<file path="config.mk">
export PLATFORM = sky130hd
export DESIGN_NAME = upd_timer
export DESIGN_NICKNAME = d
export VERILOG_FILES = /design/src/rtl/tmr_pkg.sv /design/src/rtl/tmr_prescaler.sv /design/src/rtl/tmr_counter.sv /design/src/rtl/tmr_regs.sv /design/src/rtl/upd_timer.sv
export SDC_FILE = /design/constraint.sdc
export NUM_CORES = 1
export LEC_CHECK = 0
export ABC_AREA = 1
export ABC_CLOCK_PERIOD_IN_PS = 5000
export BUFFER_PORTS_ARGS = -buffer_cell sky130_fd_sc_hd__buf_2
export CAP_MARGIN = 20
export CORE_UTILIZATION = 60
export DETAILED_ROUTE_END_ITERATION = 8
export PLACE_DENSITY = 0.88
export RECOVER_POWER = 25
export SETUP_SLACK_MARGIN = 0.5
export SYNTH_ARGS = -nofsm -noshare
export SYNTH_HDL_FRONTEND = slang
export SYNTH_SLANG_ARGS = --single-unit
export TNS_END_PERCENT = 100
</file>
<file path="constraint.sdc">
create_clock -name clk -period 5 [get_ports clk]
set_input_delay 1 -clock clk [delete_from_list [all_inputs] [get_ports clk]]
set_output_delay 1 -clock clk [all_outputs]
set_load 0.05 [all_outputs]
</file>
<file path="src/rtl/tmr_pkg.sv">
`timescale 1ns/1ps
package tmr_pkg;
  typedef enum logic [1:0] {
    MODE_UP   = 2'd0,
    MODE_DOWN = 2'd1,
    MODE_CTR  = 2'd2,
    MODE_CTRB = 2'd3
  } cnt_mode_e;

  localparam int OFS_CTRL = 'h00;
  localparam int OFS_STS  = 'h10;
  localparam int OFS_EGR  = 'h14;
  localparam int OFS_CNT  = 'h24;
  localparam int OFS_PSC  = 'h28;
  localparam int OFS_ARR  = 'h2C;

  localparam int CB_CEN  = 0;
  localparam int CB_UD   = 1;
  localparam int CB_URS  = 2;
  localparam int CB_MLO  = 3;
  localparam int CB_MHI  = 4;
  localparam int CB_UIE  = 8;
endpackage

</file>
<file path="src/rtl/tmr_prescaler.sv">
`timescale 1ns/1ps
module tmr_prescaler #(
  parameter int W = 16
) (
  input  logic         clk,
  input  logic         rst,
  input  logic         run,
  input  logic         clr,
  input  logic [W-1:0] div,
  output logic         tick
);
  logic [W-1:0] pc_q;
  logic         at_top;

  always_comb begin
    at_top = (pc_q >= div);
    tick   = run && !clr && at_top;
  end

  always_ff @(posedge clk) begin
    if (rst) begin
      pc_q <= '0;
    end else if (clr) begin
      pc_q <= '0;
    end else if (run) begin
      if (at_top) pc_q <= '0;
      else        pc_q <= pc_q + 1'b1;
    end
  end

  // a reinitialisation leaves the internal count at zero
  a_r4_psc_cleared: assert property (@(posedge clk) disable iff (rst)
    clr |=> (pc_q == '0));

  // a step pulse restarts the division window
  a_r5_tick_restarts: assert property (@(posedge clk) disable iff (rst)
    tick |=> (pc_q == '0));
endmodule

</file>
<file path="src/rtl/tmr_counter.sv">
`timescale 1ns/1ps
module tmr_counter
  import tmr_pkg::*;
#(
  parameter int W = 16
) (
  input  logic         clk,
  input  logic         rst,
  input  logic         tick,
  input  logic         reinit,
  input  cnt_mode_e    mode,
  input  logic [W-1:0] arr,
  input  logic         wr_en,
  input  logic [W-1:0] wr_val,
  output logic [W-1:0] cnt,
  output logic         wrap
);
  localparam logic [W-1:0] ONE = W'(1);

  logic [W-1:0] cnt_q, cnt_n;
  logic         dn_q, dn_n;
  logic         arr_zero;

  assign arr_zero = (arr == '0);

  always_comb begin
    cnt_n = cnt_q;
    dn_n  = dn_q;
    wrap  = 1'b0;
    if (reinit) begin
      cnt_n = (mode == MODE_DOWN) ? arr : '0;
      dn_n  = 1'b0;
    end else if (wr_en) begin
      cnt_n = wr_val;
    end else if (tick) begin
      unique case (mode)
        MODE_UP: begin
          if (cnt_q >= arr) begin
            cnt_n = '0;
            wrap  = 1'b1;
          end else begin
            cnt_n = cnt_q + ONE;
          end
        end
        MODE_DOWN: begin
          if (cnt_q == '0) begin
            cnt_n = arr;
            wrap  = 1'b1;
          end else begin
            cnt_n = cnt_q - ONE;
          end
        end
        default: begin
          if (!dn_q) begin
            if (cnt_q >= arr) begin
              cnt_n = arr_zero ? '0 : arr - ONE;
              dn_n  = 1'b1;
              wrap  = 1'b1;
            end else begin
              cnt_n = cnt_q + ONE;
            end
          end else begin
            if (cnt_q == '0) begin
              cnt_n = arr_zero ? '0 : ONE;
              dn_n  = 1'b0;
              wrap  = 1'b1;
            end else begin
              cnt_n = cnt_q - ONE;
            end
          end
        end
      endcase
    end
  end

  always_ff @(posedge clk) begin
    if (rst) begin
      cnt_q <= '0;
      dn_q  <= 1'b0;
    end else begin
      cnt_q <= cnt_n;
      dn_q  <= dn_n;
    end
  end

  assign cnt = cnt_q;

  // down-mode reinitialisation loads the reload value
  a_r4_reinit_down: assert property (@(posedge clk) disable iff (rst)
    (reinit && mode == MODE_DOWN) |=> (cnt_q == $past(arr)));

  // up-mode reinitialisation clears the counter
  a_r4_reinit_up: assert property (@(posedge clk) disable iff (rst)
    (reinit && mode == MODE_UP) |=> (cnt_q == '0));

  // a bus write without a reinitialisation lands as written
  a_r13_bus_write: assert property (@(posedge clk) disable iff (rst)
    (wr_en && !reinit) |=> (cnt_q == $past(wr_val)));
endmodule

</file>
<file path="src/rtl/tmr_regs.sv">
`timescale 1ns/1ps
module tmr_regs
  import tmr_pkg::*;
#(
  parameter int W  = 16,
  parameter int AW = 8
) (
  input  logic          clk,
  input  logic          rst,
  input  logic          bus_we,
  input  logic          bus_re,
  input  logic [AW-1:0] bus_addr,
  input  logic [W-1:0]  bus_wdata,
  output logic [W-1:0]  bus_rdata,
  output logic          bus_rvalid,
  input  logic          trig_i,
  input  logic [W-1:0]  cnt_i,
  input  logic          wrap_i,
  output logic          cen_o,
  output cnt_mode_e     mode_o,
  output logic [W-1:0]  arr_o,
  output logic [W-1:0]  psc_o,
  output logic          reinit_o,
  output logic          cnt_we_o,
  output logic [W-1:0]  cnt_wval_o,
  output logic          irq_o
);
  localparam logic [W-1:0] CTRL_MASK =
    W'((1 << CB_CEN) | (1 << CB_UD) | (1 << CB_URS) |
       (1 << CB_MLO) | (1 << CB_MHI) | (1 << CB_UIE));

  logic [W-1:0] ctrl_q, ctrl_n;
  logic [W-1:0] psc_q, arr_q;
  logic         uif_q, uif_n, irq_q;
  logic         hit_ctrl, hit_sts, hit_egr, hit_cnt, hit_psc, hit_arr;
  logic         sw_gen, flag_set, flag_clr;
  logic [W-1:0] rd_mux;

  always_comb begin
    hit_ctrl = (bus_addr == AW'(OFS_CTRL));
    hit_sts  = (bus_addr == AW'(OFS_STS));
    hit_egr  = (bus_addr == AW'(OFS_EGR));
    hit_cnt  = (bus_addr == AW'(OFS_CNT));
    hit_psc  = (bus_addr == AW'(OFS_PSC));
    hit_arr  = (bus_addr == AW'(OFS_ARR));
  end

  always_comb begin
    sw_gen   = bus_we && hit_egr && bus_wdata[0];
    reinit_o = sw_gen || trig_i;
    flag_set = !ctrl_q[CB_UD] && (wrap_i || (!ctrl_q[CB_URS] && reinit_o));
    flag_clr = bus_we && hit_sts && !bus_wdata[0];
    uif_n    = flag_set ? 1'b1 : (flag_clr ? 1'b0 : uif_q);
    ctrl_n   = (bus_we && hit_ctrl) ? (bus_wdata & CTRL_MASK) : ctrl_q;
  end

  always_ff @(posedge clk) begin
    if (rst) begin
      ctrl_q <= '0;
      psc_q  <= '0;
      arr_q  <= '1;
      uif_q  <= 1'b0;
      irq_q  <= 1'b0;
    end else begin
      ctrl_q <= ctrl_n;
      uif_q  <= uif_n;
      irq_q  <= uif_n && ctrl_n[CB_UIE];
      if (bus_we && hit_psc) psc_q <= bus_wdata;
      if (bus_we && hit_arr) arr_q <= bus_wdata;
    end
  end

  always_comb begin
    rd_mux = '0;
    if (hit_ctrl) rd_mux = ctrl_q;
    if (hit_sts)  rd_mux = {{(W-1){1'b0}}, uif_q};
    if (hit_cnt)  rd_mux = cnt_i;
    if (hit_psc)  rd_mux = psc_q;
    if (hit_arr)  rd_mux = arr_q;
  end

  always_ff @(posedge clk) begin
    if (rst) begin
      bus_rdata  <= '0;
      bus_rvalid <= 1'b0;
    end else begin
      bus_rvalid <= bus_re;
      if (bus_re) bus_rdata <= rd_mux;
    end
  end

  assign cen_o      = ctrl_q[CB_CEN];
  assign mode_o     = cnt_mode_e'(ctrl_q[CB_MHI:CB_MLO]);
  assign arr_o      = arr_q;
  assign psc_o      = psc_q;
  assign cnt_we_o   = bus_we && hit_cnt;
  assign cnt_wval_o = bus_wdata;
  assign irq_o      = irq_q;

  // the flag stays set unless software writes a 0 to it
  a_r2_flag_sticky: assert property (@(posedge clk) disable iff (rst)
    (uif_q && !(bus_we && hit_sts && !bus_wdata[0])) |=> uif_q);

  // the event-generate register never reads back a 1
  a_r3_egr_reads_zero: assert property (@(posedge clk) disable iff (rst)
    (bus_re && hit_egr) |=> (bus_rdata == '0));

  // with source-select set, only a wrap can raise the flag
  a_r9_source_select: assert property (@(posedge clk) disable iff (rst)
    (ctrl_q[CB_URS] && !uif_q && !wrap_i) |=> !uif_q);

  // update-disable keeps the flag low
  a_r10_update_disable: assert property (@(posedge clk) disable iff (rst)
    (ctrl_q[CB_UD] && !uif_q) |=> !uif_q);

  // the interrupt line follows flag and enable
  a_r12_irq_gate: assert property (@(posedge clk) disable iff (rst)
    irq_q == (uif_q && ctrl_q[CB_UIE]));
endmodule

</file>
<file path="src/rtl/upd_timer.sv">
`timescale 1ns/1ps
module upd_timer
  import tmr_pkg::*;
#(
  parameter int W  = 16,
  parameter int AW = 8
) (
  input  logic          clk,
  input  logic          rst,
  input  logic          bus_we,
  input  logic          bus_re,
  input  logic [AW-1:0] bus_addr,
  input  logic [W-1:0]  bus_wdata,
  output logic [W-1:0]  bus_rdata,
  output logic          bus_rvalid,
  input  logic          trig_i,
  output logic          irq_o
);
  logic         cen, reinit, tick, wrap, cnt_we;
  cnt_mode_e    mode;
  logic [W-1:0] arr, psc, cnt, cnt_wval;

  tmr_regs #(.W(W), .AW(AW)) u_regs (
    .clk        (clk),
    .rst        (rst),
    .bus_we     (bus_we),
    .bus_re     (bus_re),
    .bus_addr   (bus_addr),
    .bus_wdata  (bus_wdata),
    .bus_rdata  (bus_rdata),
    .bus_rvalid (bus_rvalid),
    .trig_i     (trig_i),
    .cnt_i      (cnt),
    .wrap_i     (wrap),
    .cen_o      (cen),
    .mode_o     (mode),
    .arr_o      (arr),
    .psc_o      (psc),
    .reinit_o   (reinit),
    .cnt_we_o   (cnt_we),
    .cnt_wval_o (cnt_wval),
    .irq_o      (irq_o)
  );

  tmr_prescaler #(.W(W)) u_psc (
    .clk  (clk),
    .rst  (rst),
    .run  (cen),
    .clr  (reinit),
    .div  (psc),
    .tick (tick)
  );

  tmr_counter #(.W(W)) u_cnt (
    .clk    (clk),
    .rst    (rst),
    .tick   (tick),
    .reinit (reinit),
    .mode   (mode),
    .arr    (arr),
    .wr_en  (cnt_we),
    .wr_val (cnt_wval),
    .cnt    (cnt),
    .wrap   (wrap)
  );
endmodule

</file>
==> metrics.md <==
| Metric | Value |
|---|---|
| R2R depth | 13 |
| FF-to-FF End | u_cnt.cnt[15]$_SDFFE_PP0P_ |
| Vias/cell | 6.02 |
| Clk root buf | clkbuf_16 |
| Crit path from | bus_addr[7] |
| Clk buf depth | 2 |
| Post-synthesis sequential area ratio | 25.5% |
| Status | finished with violations |
| Initial core utilization | 61.8% |
| GRT Total Usage | 34.9% |
| Crit Path Class | in -> reg |
| Hold WC Path Type | reg -> reg |
| Max-cap violation count | 1 |
| Port Buffers | 46 |
| Startpoint Class | input pin |
| TritonCTS clock tree | yes |
| Crit path DAT | 4.15 ns |
| Critical path required time | between 5 and 6 ns |
| Cell Area, Synth | 7050 µm² |
| Post-synthesis register bit count | 90 |
| Nets | 1236 |
| Switching Fraction | 28.5% |
| Setup-failing EPs final | 0 |
| Total negative slack | 0 ns |
| FFs w/ async S/R, synth | 0% |
| Share of cells above drive strength 1 | between 6 and 7% |
| Die area | approximately 12000 µm² |
| Failing checks | max-capacitance violations, max-slew violations |
| Initial antenna violation count | 0 |
| Cts hold-fix bufs | 0 |
| Clk slew on worst S/H paths | 0.07 ns |
| Area delta synth->final | 6.44% |
| Post-synthesis instance total | 1156 |
| Final WL | between 20000 and 25000 µm |
| Post-layout min period | 3.97 ns |
| Syn_nets | 1222 |
| Ant. Diodes | 0 |
| Core area | 11400 µm² |
| DIE HEIGHT | 110 µm |
| Final Non-Filler Cells | 1317 |
| Fin Clk Skew | 0.00652 ns |
| Worst Setup End Kind | flip-flop |
| Post-CTS setup buffers | 0 |
| Slowest-stage cell, CP | nor3_1 |
| Largest net degree at the start of global routing | 36 |
| GRT Residual Overflow | 0 |
| CTS sink cnt | 90 |
| RSZ-0062 raised after global routing | no |
| Pwr/cell area | roughly 230 nW/µm² |
| Total net switching power | 0.489 mW |
| WL/cell | 16.4 µm |
| Core Rows | 39 |
| Max Clock Freq | around 250 MHz |
| Number of flops mapped to enable cells by yosys | 0 |
| Synth warn | 0 |
| Flop pwr share | 44.3% |
| Antenna-violating nets left | 0 |
| Comb pwr share | 14.9% |
| Pleak | 3.58 nW |
| First-pass DRT Iterations | 7 |
| CP peak stage delay | ~1.3 ns |
| VDD IR max | 0.246 mV |
| Crit path max fanout | 32 |
| H-Tree Depth | 3 |
| Final critical-path share of the clock period | 79.5% |
| Top_reg_cell synth | dfxtp_1 |
| Number of global-route vias before repair | 7148 |
| Post-Place Cells | 1301 |
| Clock power share | 40.9% |
| Yosys cell types | 43 |
| Avg Cell Area, Syn | 6.10 µm² |
| DR iter-0 viols | about 810 |
| Worst slew margin relative to its limit | -14.8% |
| Count of final hold-check violations | 0 |
| Critical Path, Cell by Cell | buf_2 > nor2_1 > nand3_1 > nor3_1 > inv_1 > nor2_2 > o21ai_0 |
| Setup crit end | u_regs.arr_o[15]$_SDFFE_PP1P_ |
| Internal power of the cells | 1.23 mW |
| Drt drc | 0 |
| Die width | 110 µm |
| DP Wirelength | 16100 µm |
| R2R Setup Slk | about 1.8 ns |
| First-pass GRT wire length | between 30000 and 40000 µm |
| Critical R2R Launch | u_regs.arr_o[15]$_SDFFE_PP1P_ |
| Io pins | 47 |
| Worst Tran Pin Value | 1.71 ns |
| Clk Latency, worst-skew pair | about 0.34 ns |
| Via count | around 7900 |
| Max Slew Vio Count | 16 |
| Routability cong. | 1.03 |
| Num CTS Buffers | 9 |
| Hold Path Origin | u_regs.bus_rdata[0]$_SDFFE_PP0P_ |
| Post-CTS sizing | 0 |
[per-layer routing]
metal  up-vias  global-route usage [%]  routed length [µm]
li1       3777                       -                   -
met1      3564                    46.2                8860
met2       489                    54.1                9530
met3        98                    6.37                2200
met4         0                    18.0                 999
met5         -                       0                   0
[cells in the mapped netlist, types with 2 or more instances]
master     count  area share (%)
xnor2_1        6            0.75
o2111ai_1      4            0.50
buf_1          2            0.11
clkinv_1       3            0.16
inv_2         11            0.59
dfxtp_1       90              26
nor3b_1        3            0.32
nor3_4         2            0.46
clkbuf_1      17            0.90
buf_4          4            0.43
nor2_1       142             7.6
ha_1          37             6.6
o21a_1         4            0.43
o21ai_0       72             5.1
nor2_2         8            0.71
nand2_2        3            0.27
nand4_1       20             1.8
inv_1        135             7.2
nor3_2         4            0.57
nor3_1        14            0.99
nor2_4         3            0.48
o21ai_1       25             1.8
nand3_2        4            0.57
xor2_1        23             2.9
a41oi_1       10             1.2
nand3b_1       5            0.53
buf_2         15             1.1
buf_6          6            0.96
nand3_1       89             6.3
a21oi_1       82             5.8
nand2_1      301              16
[layout make-up]
class	instances	area, µm²
multi-input cells	871	4410
clock inverters	3	47.5
flip-flops and latches	90	1800
clock buffers	12	256
repair buffers	49	253
well taps	143	179
fillers	1077	3910
inverters	149	559
[how the worst min path moves through the flow]
stage / to / slack [ns] / depth (start not counted)
4_1_cts: u_regs.bus_rdata[0]$_SDFFE_PP0P_ / 0.46 / 2
3_5_place_dp: u_regs.bus_rdata[0]$_SDFFE_PP0P_ / 0.45 / 2
6_report: u_regs.bus_rdata[0]$_SDFFE_PP0P_ / 0.46 / 2
2_1_floorplan: u_regs.ctrl_q[1]$_SDFFE_PP0P_ / 0.44 / 2
3_3_place_gp: u_regs.bus_rdata[0]$_SDFFE_PP0P_ / 0.45 / 2
5_1_grt: u_regs.bus_rdata[1]$_SDFFE_PP0P_ / 0.49 / 2
[worst max-delay path: cells and delay by family]
| kind | cells | cell delay, ns |
|---|---|---|
| buffers and inverters | 2 | 0.35 |
| and+or+nand+nor | 4 | 2.57 |
| AOI/OAI and AO/OA | 1 | 0.22 |
[flip-flops by register name (all words and copies together) (netlist names)]
signal	flops
u_psc.pc_q	16
u_regs.psc_o	16
u_regs.ctrl_q	6
u_cnt.cnt	16
u_cnt.dn_q	1
u_regs.bus_rdata	16
u_regs.uif_q	1
u_regs.irq_o	1
u_regs.arr_o	16
u_regs.bus_rvalid	1
[layout by cell type, fill, tap and decap left out, types with 2 or more instances in the layout]
| master | Yosys | final |
|---|---|---|
| nand2_1 | 301 | 301 |
| inv_2 | 11 | 10 |
| inv_1 | 135 | 135 |
| clkbuf_16 | 0 | 9 |
| nor2_2 | 8 | 8 |
| ha_1 | 37 | 37 |
| nor3b_1 | 3 | 3 |
| clkinv_1 | 3 | 4 |
| nor3_2 | 4 | 3 |
| nand4_1 | 20 | 20 |
| clkbuf_1 | 17 | 20 |
| nand3b_1 | 5 | 5 |
| o2111ai_1 | 4 | 4 |
| buf_2 | 15 | 27 |
| clkbuf_8 | 0 | 2 |
| xnor2_1 | 6 | 6 |
| dfxtp_1 | 90 | 90 |
| o21ai_0 | 72 | 72 |
| nor3_4 | 2 | 2 |
| a41oi_1 | 10 | 10 |
| o21a_1 | 4 | 4 |
| nor2_4 | 3 | 3 |
| nand2_2 | 3 | 3 |
| o21ai_1 | 25 | 25 |
| nor3_1 | 14 | 15 |
| nor2_1 | 142 | 142 |
| a21oi_1 | 82 | 82 |
| xor2_1 | 23 | 23 |
| nor4_1 | 1 | 2 |
| nand3_1 | 89 | 90 |
| nand3_2 | 4 | 3 |
[stage by stage]
step                hold slack (ns)  power (mW)  cell area (µm²)  utilization [%]  setup WS (ns)
floorplan                     0.444       0.955             7050                -           2.64
global placement              0.452        1.02             7220             63.2           1.70
detailed placement            0.454        1.02             7240             63.4           1.52
CTS                           0.464        1.71             7550             66.1           1.86
global route                  0.492        1.77             7510             65.7          0.799
finish                        0.464        1.72             7510             65.7           1.03
[kinds of logic after synthesis]
family          share of synthesized area [%]
simple gates                             37.3
compound gates                           15.5
buf+inv                                  11.6
flops                                    25.5
fa+ha+maj                                6.56
xor+xnor                                 3.60
[power by group through the flow]
| stage | combinational, mW | sequential (mW) | clock [mW] |
|---|---|---|---|
| 3_5_place_dp | 0.251 | 0.774 | 0 |
| 2_1_floorplan | 0.182 | 0.773 | 0 |
| 3_3_place_gp | 0.244 | 0.774 | 0 |
| 5_1_grt | 0.284 | 0.760 | 0.726 |
| 6_report | 0.255 | 0.759 | 0.701 |
| 4_1_cts | 0.252 | 0.758 | 0.705 |
Note: power is estimated with default switching activity, not from simulation.
